--- config.mk ---
export PLATFORM = sky130hd
export DESIGN_NAME = loop_branch_unit
export DESIGN_NICKNAME = d
export VERILOG_FILES = /design/src/rtl/brl_pkg.sv /design/src/rtl/brl_target.sv /design/src/rtl/brl_count.sv /design/src/rtl/brl_decide.sv /design/src/rtl/loop_branch_unit.sv
export SDC_FILE = /design/constraint.sdc
export NUM_CORES = 1
export LEC_CHECK = 0
export BUFFER_PORTS_ARGS = -buffer_cell sky130_fd_sc_hd__buf_2
export CAP_MARGIN = 0
export CORE_MARGIN = 4
export CORE_UTILIZATION = 45
export DETAILED_ROUTE_END_ITERATION = 10
export PLACE_DENSITY = 0.72
export SLEW_MARGIN = 10
export SYNTH_ARGS = -nofsm -noshare
export SYNTH_HDL_FRONTEND = slang
export SYNTH_HIERARCHICAL = 1
export SYNTH_SLANG_ARGS = --single-unit
--- constraint.sdc ---
create_clock -name clk -period 6.1 [get_ports clk]
set_input_delay 0.305 -clock clk [delete_from_list [all_inputs] [get_ports clk]]
set_output_delay 0.305 -clock clk [all_outputs]
set_load 0.01 [all_outputs]
--- src/rtl/brl_pkg.sv ---
package brl_pkg;

    typedef enum logic [1:0] {
        BK_SEQ  = 2'b00,
        BK_JREL = 2'b01,
        BK_LOOP = 2'b10,
        BK_RSVD = 2'b11
    } brk_kind_e;

    // Branch decision: jumps always go, loops go while the decremented count is nonzero.
    function automatic logic branch_goes(brk_kind_e k, logic dec_nonzero);
        case (k)
            BK_JREL: branch_goes = 1'b1;
            BK_LOOP: branch_goes = dec_nonzero;
            default: branch_goes = 1'b0;
        endcase
    endfunction

    function automatic logic count_updates(brk_kind_e k);
        count_updates = (k == BK_LOOP);
    endfunction

endpackage

--- src/rtl/brl_target.sv ---
module brl_target #(
    parameter int ADDR_W = 32,
    parameter int LEN_W  = 4,
    parameter int OFF_W  = 8
) (
    input  logic [ADDR_W-1:0] cur_ip,
    input  logic [LEN_W-1:0]  ilen,
    input  logic [OFF_W-1:0]  rel_off,
    output logic [ADDR_W-1:0] seq_ip,
    output logic [ADDR_W-1:0] tgt_ip
);
    localparam int EXT_W = ADDR_W - OFF_W;
    localparam int PAD_W = ADDR_W - LEN_W;

    logic [ADDR_W-1:0] off_ext;

    always_comb begin
        off_ext = {{EXT_W{rel_off[OFF_W-1]}}, rel_off};
        seq_ip  = cur_ip + {{PAD_W{1'b0}}, ilen};
        tgt_ip  = seq_ip + off_ext;
    end
endmodule

--- src/rtl/brl_count.sv ---
module brl_count #(
    parameter int CNT_W = 32
) (
    input  logic [CNT_W-1:0] cnt_in,
    output logic [CNT_W-1:0] cnt_dec,
    output logic             dec_nz
);
    always_comb begin
        cnt_dec = cnt_in - CNT_W'(1);
        dec_nz  = |cnt_dec;
    end
endmodule

--- src/rtl/brl_decide.sv ---
module brl_decide
    import brl_pkg::*;
#(
    parameter int ADDR_W = 32,
    parameter int CNT_W  = 32
) (
    input  brk_kind_e         kind,
    input  logic [ADDR_W-1:0] seq_ip,
    input  logic [ADDR_W-1:0] tgt_ip,
    input  logic [CNT_W-1:0]  cnt_in,
    input  logic [CNT_W-1:0]  cnt_dec,
    input  logic              dec_nz,
    output logic [ADDR_W-1:0] res_ip,
    output logic [CNT_W-1:0]  res_cnt,
    output logic              res_tk
);
    always_comb begin
        res_tk  = branch_goes(kind, dec_nz);
        res_ip  = res_tk ? tgt_ip : seq_ip;
        res_cnt = count_updates(kind) ? cnt_dec : cnt_in;
    end
endmodule

--- src/rtl/loop_branch_unit.sv ---
module loop_branch_unit
    import brl_pkg::*;
#(
    parameter int ADDR_W = 32,
    parameter int CNT_W  = 32,
    parameter int LEN_W  = 4,
    parameter int OFF_W  = 8
) (
    input  logic              clk,
    input  logic              rst,
    input  logic              issue,
    input  logic [1:0]        kind,
    input  logic [ADDR_W-1:0] cur_ip,
    input  logic [LEN_W-1:0]  ilen,
    input  logic [OFF_W-1:0]  rel_off,
    input  logic [CNT_W-1:0]  cnt_in,
    output logic              out_vld,
    output logic [ADDR_W-1:0] nxt_ip,
    output logic [CNT_W-1:0]  cnt_out,
    output logic              taken
);
    localparam int PAD_W = ADDR_W - LEN_W;

    brk_kind_e         kind_e;
    logic [ADDR_W-1:0] seq_ip, tgt_ip, res_ip;
    logic [CNT_W-1:0]  cnt_dec, res_cnt;
    logic              dec_nz, res_tk;

    assign kind_e = brk_kind_e'(kind);

    brl_target #(.ADDR_W(ADDR_W), .LEN_W(LEN_W), .OFF_W(OFF_W)) u_target (
        .cur_ip (cur_ip),
        .ilen   (ilen),
        .rel_off(rel_off),
        .seq_ip (seq_ip),
        .tgt_ip (tgt_ip)
    );

    brl_count #(.CNT_W(CNT_W)) u_count (
        .cnt_in (cnt_in),
        .cnt_dec(cnt_dec),
        .dec_nz (dec_nz)
    );

    brl_decide #(.ADDR_W(ADDR_W), .CNT_W(CNT_W)) u_decide (
        .kind   (kind_e),
        .seq_ip (seq_ip),
        .tgt_ip (tgt_ip),
        .cnt_in (cnt_in),
        .cnt_dec(cnt_dec),
        .dec_nz (dec_nz),
        .res_ip (res_ip),
        .res_cnt(res_cnt),
        .res_tk (res_tk)
    );

    always_ff @(posedge clk) begin
        if (rst) begin
            out_vld <= 1'b0;
            nxt_ip  <= '0;
            cnt_out <= '0;
            taken   <= 1'b0;
        end else begin
            out_vld <= issue;
            if (issue) begin
                nxt_ip  <= res_ip;
                cnt_out <= res_cnt;
                taken   <= res_tk;
            end
        end
    end

    AST_RESET_CLEARS: assert property (@(posedge clk) rst |=> (!out_vld && !taken && nxt_ip == '0 && cnt_out == '0));
    AST_VALID_FOLLOWS: assert property (@(posedge clk) disable iff (rst) issue |=> out_vld);
    AST_IDLE_HOLDS: assert property (@(posedge clk) disable iff (rst) !issue |=> ($stable(nxt_ip) && $stable(cnt_out) && $stable(taken)));
    AST_JUMP_KEEPS_COUNT: assert property (@(posedge clk) disable iff (rst) (issue && kind == 2'b01) |=> (taken && cnt_out == $past(cnt_in)));
    AST_LOOP_DECREMENTS: assert property (@(posedge clk) disable iff (rst) (issue && kind == 2'b10) |=> (cnt_out == $past(cnt_in) - CNT_W'(1)));
    AST_LOOP_LAST_FALLS: assert property (@(posedge clk) disable iff (rst) (issue && kind == 2'b10 && cnt_in == CNT_W'(1)) |=> (!taken && nxt_ip == $past(cur_ip) + {{PAD_W{1'b0}}, $past(ilen)}));
    AST_LOOP_ZERO_WRAPS: assert property (@(posedge clk) disable iff (rst) (issue && kind == 2'b10 && cnt_in == '0) |=> (taken && cnt_out == '1));
    AST_SEQ_NOT_TAKEN: assert property (@(posedge clk) disable iff (rst) (issue && (kind == 2'b00 || kind == 2'b11)) |=> (!taken && cnt_out == $past(cnt_in)));

endmodule

==> results.cfg, run 1 <==
[outcome]
status = finished clean

[die]
initial_core_util_pct = 46.3
die_w_um = 131
die_y_um = 131
core_um2 = 14600
rows = 44
dieArea_um2 = 17100
io_pins = 147

[pwr]
switchingPower_uw = 534
p_clk_share_pct = 32.6
combinationalPowerShare_pct = 36.9
internal-power_mw = 1.05
seq_power_share_pct = 30.4
power_density_nw_per_um2 = 206
power.total_mw = 1.59
switching_share_pct = 33.7
power_leakage_nw = 3.53
power.ir.vdd_worst_mv = 0.125

[critical_path]
rr_startpoint = cnt_out[25]
critPathLaunchType = primary input
startpoint = cur_ip[0]
end_kind = register
path_max_fanout = 7
crit_top_cell = nor2_1
max_stage_delay_ps = 790
critPathRequiredTime_ps = 6300
crit_slowest_cell = o31ai_1
r2r_setup_slack_ps = 5450
crit_chain = buf_2 -> ha_1 -> fa_1 -> a21o_1 -> a21oi_1 -> nor2_1 -> nand3_1 -> xnor2_1 -> ha_1 -> nand2_1 -> nor2_1 -> nand3_1 -> o31ai_1 -> a31oi_1 -> xnor2_1 -> nor2b_1 -> a32o_1 -> mux2i_1 -> nor2_1
crit_type = primary input to register
worst_ep_arrival_time_ps = 4690

[synthesis]
synth_nets = 930
synth_edf_count = 0
seq_area_frac_synth_pct = 19.5
ys.warnings.count = 6
synthArstFlopShare_pct = 0
synthXorXnorAreaFrac_pct = 11.3
synth-seq-cells = 66
syn_inst = 808
synth_top_family_by_area = simple AND/OR/NAND/NOR gates
yosys.area_share.simple_pct = 25.3
synth_fa_ha_area_share_pct = 7.79
ys.flop_type = dfxtp_1
avgSynthCellArea_um2 = 8.39
synthMuxAreaShare_pct = 15.1
syn_area_um2 = 6780
synth_compound_area_share_pct = 15.2
synthDistinctLibCells = 69

[routing]
vias = 6409
drt-pass1-iter-count = 5
wl_per_cell_um = 17.0
drt_iter0_markers = 425
drc = 0
ant_nets = 0
wirelength_mm = 18.9
via_per_inst = 5.77

[timing]
post-route-min-period_ps = 4490
finalMaxSlewViolations = 0
finalHoldViolCount = 0
fin_crit_sh_pct = 73.6
relSlewSlack_pct = 23.5
rsz0062_at_grt = no
report.final.setup_viol = 0
worst_pin_slew_ps = 1150
fmax_ghz = 0.223
tns_ps = 0
final.setup_skew_ps = 0

[global_routing]
grt_max_degree = 67
grt_usage_pct = 21.8
grt_pass1_wl_mm = 30.0
grt_pass1_vias = 5961
grt_antenna_before_repair = 1
overflow = 0

[place]
hpwl_mm = 14.1
port_buffers = 146
place_area_um2 = 7410
gp_congestion = 0.923
place_inst = 1095

[clocking]
numCtsBuffers = 9
cts_sinks = 66
cts_tree = yes
clk_latency_ps = 330
post-cts-setup-buffer-count = 0
ctsHoldBuffers = 0
ctsRootBufferMaster = clkbuf_16
htreeDepth = 3
cts.path.max_buffers = 2
cts.clk_slew.worst_paths_ps = 50
cts-resized-gates = 0

[cells_and_area]
final_net_count = 1044
areaGrowthSynthToFinish_pct = 13.5
fin_cells = 1110
antenna_cells = 0
mostFrequentLayoutCells = 145 x buf_2, 113 x nor2_1, 66 x mux2i_1, 66 x dfxtp_1, 50 x nand2_1
fin_area_um2 = 7700
final_common_cell = buf_2
drive_gt1_share_pct = 23.2

[hold_path]
min_path_type = primary input to register
hold_start = cnt_in[29]

[job]
drv_cap = 0
## layout make-up
| cell class | count | area [µm²] |
|---|---|---|
| clock buffers | 12 | 246 |
| clock inverters | 3 | 40.0 |
| fillers | 1412 | 6950 |
| inverters | 13 | 48.8 |
| multi-input cells | 684 | 5060 |
| flip-flops and latches | 66 | 1320 |
| well taps | 184 | 230 |
| repair buffers | 148 | 748 |
## cell families after synthesis
| family | after synthesis |
|---|---|
| compound gates | 144 |
| buf+inv | 58 |
| flops | 66 |
| xor+xnor | 85 |
| fa+ha+maj | 41 |
| simple gates | 316 |
| mux | 98 |
## routing by layer
metal / GRT usage [%] / share of wire [%] / vias up / wire (µm)
li1: - / - / 3176 / -
met1: 29.8 / 46 / 2955 / 8780
met2: 34.8 / 44 / 249 / 8380
met3: 4.19 / 7.5 / 27 / 1420
met4: 6.65 / 1.8 / 2 / 336
met5: 0 / 0.037 / - / 7
## registers in the layout, indices dropped and copies added (netlist names)
name,flops
taken,1
out_vld,1
cnt_out,32
nxt_ip,32
## worst max-delay path: cells and delay by family
kind                       cells  cell delay, ps
AOI/OAI and AO/OA              5            1840
xor gates and xnor gates       2             270
adders and majority gates      3            1090
buffers and inverters          1             120
muxes                          1             130
and+or+nand+nor                7             950
## Yosys cell counts, drive strengths merged, types with 7 or more instances
cell type,instances,area (µm²)
a21o,13,105
nor2,113,424
mux2,32,360
nand3,18,90.1
dfxtp,66,1320
o21ai,24,120
nand2,51,194
and3,8,55.1
and2b,27,203
o21bai,7,52.6
ha,39,488
a32o,32,320
buf,29,267
xnor2,45,402
nand4,17,121
mux2i,66,661
clkbuf,16,80.1
nor4,10,105
nor2b,9,56.3
nor3,23,125
xor2,39,342
a21oi,38,190
inv,13,48.8
## worst paths after layout
kind,to,cells past startpoint
worst max-delay path,nxt_ip[27],19
worst min-delay path,cnt_out[29],4
worst max register to register,cnt_out[25],2
worst min register to register,nxt_ip[26],2
## per-stage QoR
stage	hold WS [ps]	setup slack, ps	utilization, %
after floorplan	531	1880	-
after global placement	468	1490	50.6
after detailed placement	474	1390	50.6
after CTS	385	1750	52.6
after global routing	413	1410	52.6
final	390	1610	52.6
## power by group through the flow
stage	Sequential [mW]	Clock (mW)	Combinational [mW]
after floorplan	0.507	0	0.407
after detailed placement	0.492	0	0.580
after CTS	0.483	0.530	0.584
after global routing	0.487	0.543	0.648
final	0.483	0.518	0.586
after global placement	0.491	0	0.577
No activity file was read; power rests on OpenSTA's default activity.
==> inputs of run 2 (changes only) <==
--- a/config.mk
+++ b/config.mk
@@ -5,12 +5,13 @@
 export SDC_FILE = /design/constraint.sdc
 export NUM_CORES = 1
 export LEC_CHECK = 0
+export ABC_AREA = 1
 export BUFFER_PORTS_ARGS = -buffer_cell sky130_fd_sc_hd__buf_2
 export CAP_MARGIN = 0
 export CORE_MARGIN = 4
 export CORE_UTILIZATION = 45
 export DETAILED_ROUTE_END_ITERATION = 10
-export PLACE_DENSITY = 0.72
+export PLACE_DENSITY = 0.71
 export SLEW_MARGIN = 10
 export SYNTH_ARGS = -nofsm -noshare
 export SYNTH_HDL_FRONTEND = slang
==> constraint.sdc (replaced) <==
create_clock -name clk -period 4.7 [get_ports clk]
set_input_delay 0.235 -clock clk [delete_from_list [all_inputs] [get_ports clk]]
set_output_delay 0.235 -clock clk [all_outputs]
set_load 0.01 [all_outputs]
==> results.cfg, run 2 <==
[synthesis]
seq_area_frac_synth_pct = 16.4
synth_edf_count = 0
syn_inst = 1479
synth_area_leaders = nand2_1 24%, dfxtp_1 16%, nor2_1 11%, inv_1 11%, ha_1 6.1%
yosys.cell_count.top_type = nand2_1
synth-seq-cells = 66
yosys.area_share.simple_pct = 49.7
synth_compound_area_share_pct = 7.20
synth_nets = 1601
avgSynthCellArea_um2 = 5.44
synth_top_area_share_pct = 23.6
synth_fa_ha_area_share_pct = 6.56
syn_area_um2 = 8050
ys.flop_type = dfxtp_1
synthDistinctLibCells = 37
synth_area_leader_cell = nand2_1
ys.warnings.count = 6
synthXorXnorAreaFrac_pct = 5.88
synthTopCellsByCount = 505 x nand2_1, 242 x nor2_1, 229 x inv_1, 91 x nand3_1, 66 x dfxtp_1
synthArstFlopShare_pct = 0
synth_top_family_by_area = simple AND/OR/NAND/NOR gates
synthMuxAreaShare_pct = 0

[critical_path]
crit_type = primary input to register
max_stage_delay_ps = 410
end_kind = register
crit_top_cell = nand2_1
path_max_fanout = 5
critPathLaunchType = primary input
rr_startpoint = nxt_ip[19]
cp.depth = 26
critPathCapture = nxt_ip[29]
reg2reg_to = nxt_ip[19]
r2r_setup_slack_ps = 4070
reg2reg_depth = 2
critPathRequiredTime_ps = 4970
worst_ep_arrival_time_ps = 3650
cp_num_buf_inv = 3
startpoint = cur_ip[0]
cp_top_family = simple AND/OR/NAND/NOR gates
crit_slowest_cell = fa_1

[die]
die_w_um = 142
rows = 48
core_um2 = 17400
dieArea_um2 = 20100
die_y_um = 142
initial_core_util_pct = 46.2
io_pins = 147

[cells_and_area]
largest_registers = cnt_out (32), nxt_ip (32)
mostFrequentLayoutCells = 505 x nand2_1, 242 x nor2_1, 228 x inv_1, 145 x buf_2, 91 x nand3_1
areaGrowthSynthToFinish_pct = 12.9
final_common_cell = nand2_1
fin_cells = 1830
drive_gt1_share_pct = 14.3
final_net_count = 1722
antenna_cells = 0

[global_routing]
grt_usage_pct = 23.8
grt_max_degree = 80
grt_antenna_before_repair = 0
grt_pass1_wl_mm = 39.4
overflow = 0
grt_pass1_vias = 8358

[clocking]
cts-resized-gates = 0
ctsRootBufferMaster = clkbuf_16
numCtsBuffers = 9
htreeDepth = 3
post-cts-setup-buffer-count = 0
cts_tree = yes
ctsHoldBuffers = 0
clk_latency_ps = 330
cts.clk_slew.worst_paths_ps = 60
cts_sinks = 66
cts.path.max_buffers = 2

[job]
drv_cap = 0

[place]
hpwl_mm = 19.4
place_inst = 1814
port_buffers = 146
gp_congestion = 1.08

[routing]
wl_met2_mm = 11.4
wl_met3_mm = 1.60
wl_met1_mm = 10.6
vias = 9072
drc = 0
drt-pass1-iter-count = 5
ant_nets = 0
wirelength_mm = 24.3
via_per_inst = 4.96
drt_iter0_markers = 648
wl_per_cell_um = 13.3
top_layer = met4

[pwr]
power_leakage_nw = 5.30
power_density_nw_per_um2 = 230
power.ir.vdd_worst_mv = 0.151

[timing]
fmax_ghz = 0.295
hold_ws_ps = 83.1
final.setup_skew_ps = 0
tns_ps = 0
rsz0062_at_grt = no
finalHoldViolCount = 0
worst_pin_slew_ps = 1150
finalMaxSlewViolations = 0
relSlewSlack_pct = 23.2
report.final.setup_viol = 0
post-route-min-period_ps = 3390
fin_crit_sh_pct = 72.1

[hold_path]
min_path_type = primary input to register

[outcome]
status = finished clean
## run 2: changes by cell type in the layout (fill, tap and decap cells not counted), sizes merged, moves of 32 or more
cell and change:
xnor2 -36, inv +222, mux2 -32, nor2 +156, a32o -32, nand2 +477, mux2i -66, nand3 +76
## run 2: worst reg2reg max path, cell delays in order, from the launching register on
cell and delay [ps]:
dfxtp_1 400, nor2_1 60, nor2_1 120
## run 2: layout make-up
class	instances	area (µm²)
tap	225	282
clock inverter	3	15.0
sequential	66	1320
clock buffer	13	250
timing repair buffer	149	756
multi-input combinational	1139	5580
fill	1879	8330
inverter	235	882
## run 2: worst min-delay path by stage
| stage | startpoint | endpoint | cells past startpoint |
|---|---|---|---|
| floorplan | rst | out_vld | 1 |
| global placement | rst | out_vld | 2 |
| detailed placement | rst | out_vld | 2 |
| CTS | rst | out_vld | 2 |
| global route | rst | out_vld | 2 |
| finish | rst | out_vld | 2 |
## run 2: logic make-up (layout without fill, tap and decap cells)
kind of cell             count (synthesis)  after routing
AND/OR/NAND/NOR                        937            937
AO/OA/AOI/OAI                          107            107
adder cells (fa/ha/maj)                 41             41
flip-flops                              66             66
buffers and inverters                  274            400
XOR/XNOR                                54             54
## run 2: layer usage
metal / vias to the layer above / track usage, %
met4: 0 / 9.65
li1: 4754 / -
met2: 305 / 40.8
met5: - / 0
met1: 3968 / 30.1
met3: 45 / 3.10
## run 2: report_power, final
group | switching [mW] | total (mW) | internal [mW]
logic | 0.542 | 0.832 | 0.290
clock network | 0.256 | 0.626 | 0.370
registers | 0.0251 | 0.630 | 0.605
## run 2: per-stage QoR
stage          area [µm²]  total power, mW  worst slack [ps]  util [%]
2_1_floorplan        8050             1.23              1680         -
3_3_place_gp         8820             1.46              1040      50.7
3_5_place_dp         8820             1.46              1040      50.7
4_1_cts              9090             2.10              1370      52.2
5_1_grt              9090             2.24              1080      52.2
6_report             9090             2.09              1310      52.2
